## src/rtl/prd_pkg.sv

```systemverilog
package prd_pkg;
  localparam int REGION_BITS = 16;

  typedef enum logic [2:0] {
    ST_IDLE,
    ST_CHECK,
    ST_FREQ,
    ST_FWAIT,
    ST_BREQ
  } walk_st_t;

  localparam logic [1:0] RES_NONE     = 2'd0;
  localparam logic [1:0] RES_FULL     = 2'd1;
  localparam logic [1:0] RES_TBL_END  = 2'd2;
endpackage

```

## src/rtl/prd_desc_decode.sv

```systemverilog
module prd_desc_decode #(
  parameter int AW       = 32,
  parameter int REG_BITS = 16,
  localparam int LEN_W   = REG_BITS + 1
) (
  input  logic [63:0]      raw,
  output logic [AW-1:0]    reg_addr,
  output logic [LEN_W-1:0] reg_len,
  output logic             reg_last
);
  logic [31:0]         ctl;
  logic [REG_BITS-1:0] cnt;

  always_comb begin
    ctl      = raw[63:32];
    cnt      = {ctl[REG_BITS-1:1], 1'b0};
    reg_addr = raw[AW-1:0];
    reg_last = ctl[31];
    if (cnt == '0) reg_len = LEN_W'(1) << REG_BITS;
    else           reg_len = {1'b0, cnt};
  end
endmodule

```

## src/rtl/prd_burst_calc.sv

```systemverilog
module prd_burst_calc #(
  parameter int A_W = 17,
  parameter int B_W = 17,
  localparam int W  = (A_W > B_W) ? A_W : B_W
) (
  input  logic [A_W-1:0] region_left,
  input  logic [B_W-1:0] buffer_left,
  output logic [A_W-1:0] burst
);
  logic [W-1:0] a_ext, b_ext;

  always_comb begin
    a_ext = W'(region_left);
    b_ext = W'(buffer_left);
    if (a_ext <= b_ext) burst = region_left;
    else                burst = A_W'(buffer_left);
  end
endmodule

```

## src/rtl/prd_walker.sv

```systemverilog
module prd_walker
  import prd_pkg::*;
#(
  parameter int AW         = 32,
  parameter int BUF_W      = 17,
  parameter int PAGE_BYTES = 4096,
  localparam int LEN_W     = REGION_BITS + 1
) (
  input  logic             clk,
  input  logic             rst_n,
  input  logic             start,
  input  logic [AW-1:0]    tbl_base,
  input  logic             run,
  input  logic [BUF_W-1:0] run_bytes,
  input  logic             run_dir,
  output logic             busy,
  output logic             done,
  output logic [1:0]       result,
  output logic             mreq_valid,
  input  logic             mreq_ready,
  output logic             mreq_desc,
  output logic             mreq_write,
  output logic [AW-1:0]    mreq_addr,
  output logic [LEN_W-1:0] mreq_len,
  output logic [BUF_W-1:0] mreq_buf_off,
  input  logic             mrsp_valid,
  input  logic [63:0]      mrsp_data
);
  localparam logic [AW-1:0] PAGE_LIM  = AW'(PAGE_BYTES);
  localparam logic [AW-1:0] DESC_STEP = AW'(8);

  walk_st_t         st;
  logic [AW-1:0]    base_q, tbl_ptr, cur_addr;
  logic [LEN_W-1:0] cur_len;
  logic             cur_last;
  logic [BUF_W-1:0] buf_idx, buf_left;
  logic             dir_q;
  logic [1:0]       result_q;
  logic             done_q;

  logic [AW-1:0]    d_addr;
  logic [LEN_W-1:0] d_len;
  logic             d_last;
  logic [LEN_W-1:0] burst;
  logic [AW-1:0]    walked;
  logic             page_hit;

  prd_desc_decode #(.AW(AW), .REG_BITS(REGION_BITS)) u_dec (
    .raw(mrsp_data), .reg_addr(d_addr), .reg_len(d_len), .reg_last(d_last)
  );

  prd_burst_calc #(.A_W(LEN_W), .B_W(BUF_W)) u_min (
    .region_left(cur_len), .buffer_left(buf_left), .burst(burst)
  );

  assign walked   = tbl_ptr - base_q;
  assign page_hit = walked >= PAGE_LIM;

  always_ff @(posedge clk) begin
    if (!rst_n) begin
      st       <= ST_IDLE;
      base_q   <= '0;
      tbl_ptr  <= '0;
      cur_addr <= '0;
      cur_len  <= '0;
      cur_last <= 1'b0;
      buf_idx  <= '0;
      buf_left <= '0;
      dir_q    <= 1'b0;
      result_q <= RES_NONE;
      done_q   <= 1'b0;
    end else begin
      done_q <= 1'b0;
      unique case (st)
        ST_IDLE: begin
          if (start) begin
            base_q   <= tbl_base;
            tbl_ptr  <= tbl_base;
            cur_addr <= '0;
            cur_len  <= '0;
            cur_last <= 1'b0;
          end
          if (run) begin
            buf_idx  <= '0;
            buf_left <= run_bytes;
            dir_q    <= run_dir;
            st       <= ST_CHECK;
          end
        end
        ST_CHECK: begin
          if (buf_left == '0) begin
            result_q <= RES_FULL;
            done_q   <= 1'b1;
            st       <= ST_IDLE;
          end else if (cur_len == '0) begin
            if (cur_last || page_hit) begin
              result_q <= RES_TBL_END;
              done_q   <= 1'b1;
              st       <= ST_IDLE;
            end else begin
              st <= ST_FREQ;
            end
          end else begin
            st <= ST_BREQ;
          end
        end
        ST_FREQ: begin
          if (mreq_ready) begin
            tbl_ptr <= tbl_ptr + DESC_STEP;
            st      <= ST_FWAIT;
          end
        end
        ST_FWAIT: begin
          if (mrsp_valid) begin
            cur_addr <= d_addr;
            cur_len  <= d_len;
            cur_last <= d_last;
            st       <= ST_CHECK;
          end
        end
        ST_BREQ: begin
          if (mreq_ready) begin
            cur_addr <= cur_addr + AW'(burst);
            cur_len  <= cur_len - burst;
            buf_idx  <= buf_idx + BUF_W'(burst);
            buf_left <= buf_left - BUF_W'(burst);
            st       <= ST_CHECK;
          end
        end
        default: st <= ST_IDLE;
      endcase
    end
  end

  always_comb begin
    busy         = (st != ST_IDLE);
    done         = done_q;
    result       = result_q;
    mreq_valid   = (st == ST_FREQ) || (st == ST_BREQ);
    mreq_desc    = (st == ST_FREQ);
    mreq_write   = (st == ST_BREQ) && dir_q;
    mreq_addr    = (st == ST_FREQ) ? tbl_ptr : cur_addr;
    mreq_len     = (st == ST_FREQ) ? LEN_W'(8) : burst;
    mreq_buf_off = buf_idx;
  end

  AST_REQ_HOLD: assert property (@(posedge clk) disable iff (!rst_n)
    mreq_valid && !mreq_ready |=> mreq_valid && $stable(mreq_addr) && $stable(mreq_len)
      && $stable(mreq_desc) && $stable(mreq_buf_off));
  AST_TBL_WINDOW: assert property (@(posedge clk) disable iff (!rst_n)
    mreq_valid && mreq_desc |-> (mreq_addr - base_q) < PAGE_LIM);
  AST_DONE_PULSE: assert property (@(posedge clk) disable iff (!rst_n)
    done |=> !done);
  AST_IDLE_QUIET: assert property (@(posedge clk) disable iff (!rst_n)
    !busy |-> !mreq_valid);
  AST_DONE_CODE: assert property (@(posedge clk) disable iff (!rst_n)
    done |-> (result == RES_FULL) || (result == RES_TBL_END));
endmodule

```

## config.mk

```make
export PLATFORM = sky130hd
export DESIGN_NAME = prd_walker
export DESIGN_NICKNAME = d
export VERILOG_FILES = /design/src/rtl/prd_pkg.sv /design/src/rtl/prd_desc_decode.sv /design/src/rtl/prd_burst_calc.sv /design/src/rtl/prd_walker.sv
export SDC_FILE = /design/constraint.sdc
export NUM_CORES = 1
export LEC_CHECK = 0
export BUFFER_PORTS_ARGS = -buffer_cell sky130_fd_sc_hd__buf_2
export CAP_MARGIN = 15
export CELL_PAD_IN_SITES_DETAIL_PLACEMENT = 1
export CELL_PAD_IN_SITES_GLOBAL_PLACEMENT = 1
export CORE_ASPECT_RATIO = 0.75
export CORE_MARGIN = 1
export CORE_UTILIZATION = 46
export DETAILED_ROUTE_END_ITERATION = 10
export PLACE_DENSITY_LB_ADDON = 0.1
export SYNTH_ARGS = -nofsm -noshare
export SYNTH_HDL_FRONTEND = slang
export SYNTH_SLANG_ARGS = --single-unit
```

## constraint.sdc

```tcl
create_clock -name clk -period 7.66 [get_ports clk]
set_input_delay 1.149 -clock clk [delete_from_list [all_inputs] [get_ports clk]]
set_output_delay 1.149 -clock clk [all_outputs]
set_load 0.05 [all_outputs]
```

## After elaboration in Yosys (flattened, before gate mapping)

Index checks and enable logic that the tools add are counted.

- $add $sub $neg: 6
- Order comparisons: 2
- Equality and inequality tests: 9
- Multiplexer cells: 38
- Reductions and logical operators: 23

Operator list:

| kind | count |
|---|---|
| $mux W32 | 6 |
| $mux W17 | 10 |
| $pmux W32 S3 | 1 |
| $pmux W17 S2 | 2 |
| $pmux W32 S2 | 1 |
| $pmux W17 S3 | 1 |
| $logic_not A17 Y1 | 2 |
| $sub A17 B17 Y17 | 2 |
| $add A32 B17 Y32 | 1 |
| $add A32 B4 Y32 const B | 1 |
| $ge A32 B13 Y1 const B | 1 |
| $sub A32 B32 Y32 | 1 |
| $mux W3 | 6 |
| $add A17 B17 Y17 | 1 |
| $le A17 B17 Y1 | 1 |
| $logic_not A15 Y1 | 1 |
| $pmux W3 S5 | 1 |
| $reduce_and A3 Y1 | 4 |
| $ne A2 B2 Y1 const B | 5 |
| $reduce_bool A2 Y1 | 5 |
| $mux W2 | 4 |
| $reduce_and A4 Y1 | 2 |
| $eq A3 B2 Y1 const B | 2 |
| $reduce_and A2 Y1 | 3 |
| 8 further kinds | 14 |

- Register bits: 155
- Input port bits: 120
- Output and inout bits: 73
- Logic and storage cells: 89

## Longest topological paths before layout

- Depth in word-level cells: 7
- Depth in mapped cells: 23

## Modules after synthesis

A second synthesis with hierarchy kept.

- Cell total of the unflattened synthesis: 1945
- Area, all modules: 13859.5 um2

Modules (own cells, without submodules):

| module | instances | cells an instance | area an instance (um2) |
|---|---|---|---|
| prd_walker | 1 | 1727 | 12336.8 |
| prd_burst_calc | 1 | 163 | 1174.9 |
| prd_desc_decode | 1 | 55 | 347.8 |

## Worst setup path before layout

Ideal clock, no wire load.

- Path kind: reg2reg
- Start: reg buf_left[1]
- End: reg cur_addr[31]
- Data arrival time: 4.684 ns
- Path slack: 2.859 ns
- Stages on the path, launching flop included: 22
- Period minus slack after synthesis: 4.801 ns
- Cell sequence: dfxtp_1 inv_1 ha_1 nor2b_1 o21bai_1 a311oi_1 o31ai_1 a21boi_1 buf_2 mux2i_1 inv_1 ha_1 a211oi_2 o211ai_2 a221oi_2 o211ai_2 a31o_1 a31o_1 buf_6 nand3_2 o31ai_1 a32o_1

- Cells in the longest elaborated chain, start to end: 5

RTL lines:

| what | RTL line | source |
|---|---|---|
| from (decl) | prd_walker.sv:36 | `logic [BUF_W-1:0] buf_idx, buf_left;` |
| from (signal assigned) | prd_walker.sv:85 | `buf_left <= run_bytes;` |
| from (signal assigned) | prd_walker.sv:126 | `buf_left <= buf_left - BUF_W'(burst);` |
| $le A17 B17 Y1 | prd_burst_calc.sv:15 | `if (a_ext <= b_ext) burst = region_left;` |
| $mux W17 (*) | prd_burst_calc.sv:15 |  |
| $add A32 B17 Y32 (*) | prd_walker.sv:123 | `cur_addr <= cur_addr + AW'(burst);` |
| $mux W32 (*) | prd_walker.sv:122 | `if (mreq_ready) begin` |
| $pmux W32 S3 (*) | prd_walker.sv:74 | `unique case (st)` |
| to (signal assigned) | prd_walker.sv:115 | `cur_addr <= d_addr;` |
| to (signal assigned) | prd_walker.sv:123 |  |
| to (decl) | prd_walker.sv:33 | `logic [AW-1:0] base_q, tbl_ptr, cur_addr;` |

Every way passes the cells marked *; elsewhere a longest branch is shown, timed or not. The select of a mux whose other input is x is not followed.
A chain may end at the register's enable or synchronous reset.

## Worst setup path in the final report

Same ends and word-level chain as after synthesis.

==> flow_results.org <==
** Place
- Instance count after placement with tap cells included :: 2276
- Summed over all nets, the half-perimeter wirelength after detailed placement is 36580 µm.
- Pre-CTS WS :: 1803 ps
- At the end of routability-driven placement, the weighted congestion stood at 0.9498.
- Input and output buffers added on the ports amount to 176.

** Clocking
- CTS placed an instance of sky130_fd_sc_hd__clkbuf_16 at the clock tree root.
- Number of buffers added by the clock tree synthesis step :: 17
- # H-tree levels :: 4
- Count of clock tree sinks :: 155
- Number of post-CTS setup repair buffers :: 0
- No sink is reached through more buffers than the 2 on the longest clock path.
- Later-pin clock latency in the skew report :: 450 ps
- Clock transition at the registers of the reported paths :: 70 ps
- TritonCTS built the clock tree.
- Post-CTS repair changed the size of 0 cells.
- Quantity of hold-fixing buffers added after cts :: 0

** Timing
- The number of max-slew violations in the final report came to 0.
- Total setup violations reported at the end of the flow :: 0
- For the pin with the worst max-slew slack, the measured transition is 1152 ps.
- In this run the tightest slew margin relative to its limit is 22.42%.
- Summed over all failing endpoints, the final setup total negative slack is 0 ps.
- Final hold violation count :: 0
- The worst path in the final design needs a cycle of 6150 ps, including I/O delays and setup.
- Worst-case clock skew :: 10.59 ps
- Setup slack on the critical path of the routed design comes to 1510 ps.
- Maximum operating frequency :: 162.6 MHz
- Setup repair after global routing left no endpoint under its margin.
- Dividing the final minimum period by the clock period gives 80.29%.

** Yosys
- Fraction of the mapped netlist area in adder cells :: 12.13%
- Most used DFF post-synth :: sky130_fd_sc_hd__dfxtp_1
- Ys Warns :: 0
- Fraction of synthesized area in multiplexers :: 2.205%
- Fraction of registers with async set or reset after synthesis :: 0%
- Synthesis handed over a netlist of 1800 instances.
- Synthesized netlist net count :: 2043
- A synthesized cell averages 7.220 µm².
- Simple logic cell fraction of the synthesized area :: 24.67%
- Seq cells post-synth :: 155
- Synthesized-area fraction occupied by ao, oa, aoi and oai cells :: 27.70%
- By area, the combinational part of the netlist is dominated by compound AO/OA/AOI/OAI gates.
- Yosys mapped a number of flops with a built-in enable equal to 0.
- After Yosys synthesis, XOR and XNOR cells account for 3.841% of the synthesized area.
- Count of different cell masters after synthesis :: 91
- Post-synth design cell area :: 13000 µm²
- Share of the yosys chip area belonging to registers :: 23.88%

** Global routing
- Global-route wire length before repair :: 76290 µm
- The via count of the first global-routing pass was 14008.
- In the global route stage, met3 resource usage came out at 4.951%.
- After global routing, the most crowded layer is met2.
- Grt total ovfl :: 0
- Global routing used 33.35% of the available tracks.
- Global routing consumed, on the met2 layer, 50.57% of the routing resources.
- Entering global routing, the biggest net connects 73 pins.
- Global routing consumed, on the met1 layer, 48.67% of the routing resources.
- Initial antenna violation count :: 0

** Detailed routing
- For this block, the routed nets add up to 48850 µm of wire.
- Dividing the detail-routed wire length by the instance count gives 21.17 µm.
- The detail route stage leaves a number of antenna-violating nets equal to 0.
- Drt pass-1 iters :: 5
- For this run, design rule violations remaining after detail routing come to 0.
- The final route contains 14252 vias.
- Iter 0 DRT Violations :: 1057
- Dividing the detail-routed via count by the number of cells gives 6.178.

** Power and ir drop
- Power density cells :: 240.1 nW/µm²
- For this design the static power due to leakage is 6.510 nW.
- IR analysis of the VDD net gives a maximum drop of 153.8 µV.
- Clock group share of total power :: 26.1%
- Internal cell power :: 0.002008 W
- Switching fraction of total power :: 43.18%
- Sequential cells account for 26.9% of the total power.
- Summed over all nets, the switching power comes to 0.001526 W.
- Comb pwr share :: 47.0%

** Floorplan
- I/O pin total :: 193
- Initial cell density of the core :: 47.45%
- Height of the die :: 147.6 µm
- The die covers 28940 µm².
- From left edge to right edge, the die measures 196.1 µm.
- # rows :: 52
- The total area inside the core boundary comes to 27390 µm².

** Cells and area
- The number of antenna diodes in the final layout is 0.
- Layout cell share with drive strength beyond 1 :: 13.79%
- Fill cell count :: 3637
- Fin cells :: 2307
- Area grow syn2layout :: 13.29%
- Total Nets Final :: 2160

** Worst setup path
- Critical path startpoint category :: register
- The number of buffers and inverters on the critical path is 3.
- The slowest stage of the critical path belongs to the cell sky130_fd_sc_hd__mux2i_1.
- Data on the critical path arrives at its endpoint at 6490 ps.
- Critical Path End Type :: register
- CP max stage delay :: 810 ps
- In this run the worst path has a maximum fanout of 11.
- On the critical path the largest part of the delay comes from compound AO/OA/AOI/OAI gates.
- Required time of the critical path :: 8000 ps
- The setup path with the least slack is of type reg2reg.
- Worst-path cell chain :: inv_1, ha_1, nor2b_1, o21bai_1, a311oi_1, o31ai_1, a21boi_2, buf_4, mux2i_1, inv_1, ha_1, a21oi_2, o211ai_2, a221oi_2, o211ai_2, a31o_1, a31o_1, nand3_2, o31ai_1, a32o_1

** Run status
- Run status :: completed

** Flow run
- Total of max-cap violations :: 0

** Min path
- The min-delay analysis places its worst path in the category reg2reg.
[worst min-delay path, stage by stage (launching register included)]
cell                      delay [ps]
sky130_fd_sc_hd__dfxtp_1         310
sky130_fd_sc_hd__nand2_1          50
sky130_fd_sc_hd__a21oi_1          50
[synthesized netlist by cell type (25+ instances only)]
cell / instances / area, µm²
sky130_fd_sc_hd__o21ai_0: 93 / 465.5
sky130_fd_sc_hd__nand3_1: 39 / 195.2
sky130_fd_sc_hd__nand4_1: 27 / 168.9
sky130_fd_sc_hd__a221oi_1: 30 / 262.8
sky130_fd_sc_hd__nand2_1: 291 / 1092
sky130_fd_sc_hd__o21ai_1: 25 / 125.1
sky130_fd_sc_hd__clkbuf_1: 74 / 277.8
sky130_fd_sc_hd__nor3_1: 59 / 295.3
sky130_fd_sc_hd__ha_1: 118 / 1476
sky130_fd_sc_hd__nor2_1: 159 / 596.8
sky130_fd_sc_hd__dfxtp_1: 155 / 3103
sky130_fd_sc_hd__mux2i_1: 26 / 260.3
sky130_fd_sc_hd__inv_1: 92 / 345.3
sky130_fd_sc_hd__a21oi_1: 178 / 890.9
sky130_fd_sc_hd__xnor2_1: 33 / 289.0
[final cells by class]
cell class	instances	area, µm²	area share, %
clock buffers	21	470.5	3.195
multi-input cells	1458	9188	62.40
clock inverters	10	141.4	0.9603
well taps	378	473.0	3.212
flip-flops and latches	155	3103	21.08
inverters	94	354.1	2.405
repair buffers	191	993.5	6.748
[metrics by stage]
| stage | total power (W) | utilization [%] | instance area, µm² | hold slack [ps] |
|---|---|---|---|---|
| after global placement | 0.002520 | 51.52 | 14110 | 442.2 |
| after floorplan | 0.002151 | - | 13000 | 431.9 |
| after global routing | 0.003715 | 53.75 | 14720 | 474.6 |
| final | 0.003535 | 53.75 | 14720 | 455.1 |
| after CTS | 0.003507 | 53.75 | 14720 | 459.2 |
| after detailed placement | 0.002582 | 51.52 | 14110 | 449.6 |
[power groups by stage]
| stage | combinational, W | sequential (W) | clock, W |
|---|---|---|---|
| 2_1_floorplan | 0.00121 | 0.000942 | 0 |
| 3_3_place_gp | 0.00156 | 0.000963 | 0 |
| 3_5_place_dp | 0.00162 | 0.000966 | 0 |
| 4_1_cts | 0.00163 | 0.000949 | 0.000927 |
| 5_1_grt | 0.00180 | 0.000959 | 0.000957 |
| 6_report | 0.00166 | 0.000952 | 0.000923 |
[path summary, 6_finish.rpt]
kind,startpoint,to,slack (ps),cells after the start
max,buf_left[1],cur_addr[31],1510,20
min,tbl_ptr[0],tbl_ptr[0],460,2
max reg2reg,buf_left[1],cur_addr[31],1510,20
min reg2reg,tbl_ptr[0],tbl_ptr[0],460,2
[placed cells by master (no fill, tap or decap), types with 16 or more instances in the layout]
master                      instances
sky130_fd_sc_hd__dfxtp_1          155
sky130_fd_sc_hd__buf_2            176
sky130_fd_sc_hd__xnor2_1           33
sky130_fd_sc_hd__ha_1             118
sky130_fd_sc_hd__nand2_1          291
sky130_fd_sc_hd__a31oi_1           21
sky130_fd_sc_hd__and3_1            19
sky130_fd_sc_hd__nand4_1           27
sky130_fd_sc_hd__nor2_1           158
sky130_fd_sc_hd__mux2i_1           26
sky130_fd_sc_hd__o21a_1            21
sky130_fd_sc_hd__a21oi_1          177
sky130_fd_sc_hd__nand2b_1          16
sky130_fd_sc_hd__a221oi_1          30
sky130_fd_sc_hd__nor3_1            59
sky130_fd_sc_hd__o21ai_1           25
sky130_fd_sc_hd__a211oi_1          21
sky130_fd_sc_hd__xor2_1            24
sky130_fd_sc_hd__clkbuf_16         17
sky130_fd_sc_hd__nor4_1            18
sky130_fd_sc_hd__o21ai_0           93
sky130_fd_sc_hd__nand3_1           39
sky130_fd_sc_hd__inv_1             91
sky130_fd_sc_hd__a21o_1            22
[flip-flops by register name, indices dropped and copies added (netlist names), 2 cells and up]
| signal | cells |
|---|---|
| tbl_ptr | 32 |
| buf_left | 17 |
| result | 2 |
| mreq_buf_off | 17 |
| cur_len | 17 |
| cur_addr | 32 |
| base_q | 32 |
| st | 3 |
[per-layer routing]
| metal | wire length (µm) | share of wire, % | up-vias |
|---|---|---|---|
| li1 | - | - | 6726 |
| met2 | 21040 | 43 | 517 |
| met3 | 3318 | 6.8 | 60 |
| met1 | 23490 | 48 | 6949 |
| met5 | 0 | 0 | - |
| met4 | 1003 | 2.1 | 0 |
[kinds of logic after synthesis]
logic type               count (synthesis)
AND/OR/NAND/NOR                        699
AO/OA/AOI/OAI                          551
buffers and inverters                  187
flip-flops                             155
adder cells (fa/ha/maj)                123
XOR/XNOR                                57
multiplexers                            28
(Power assumes the default switching activity.)
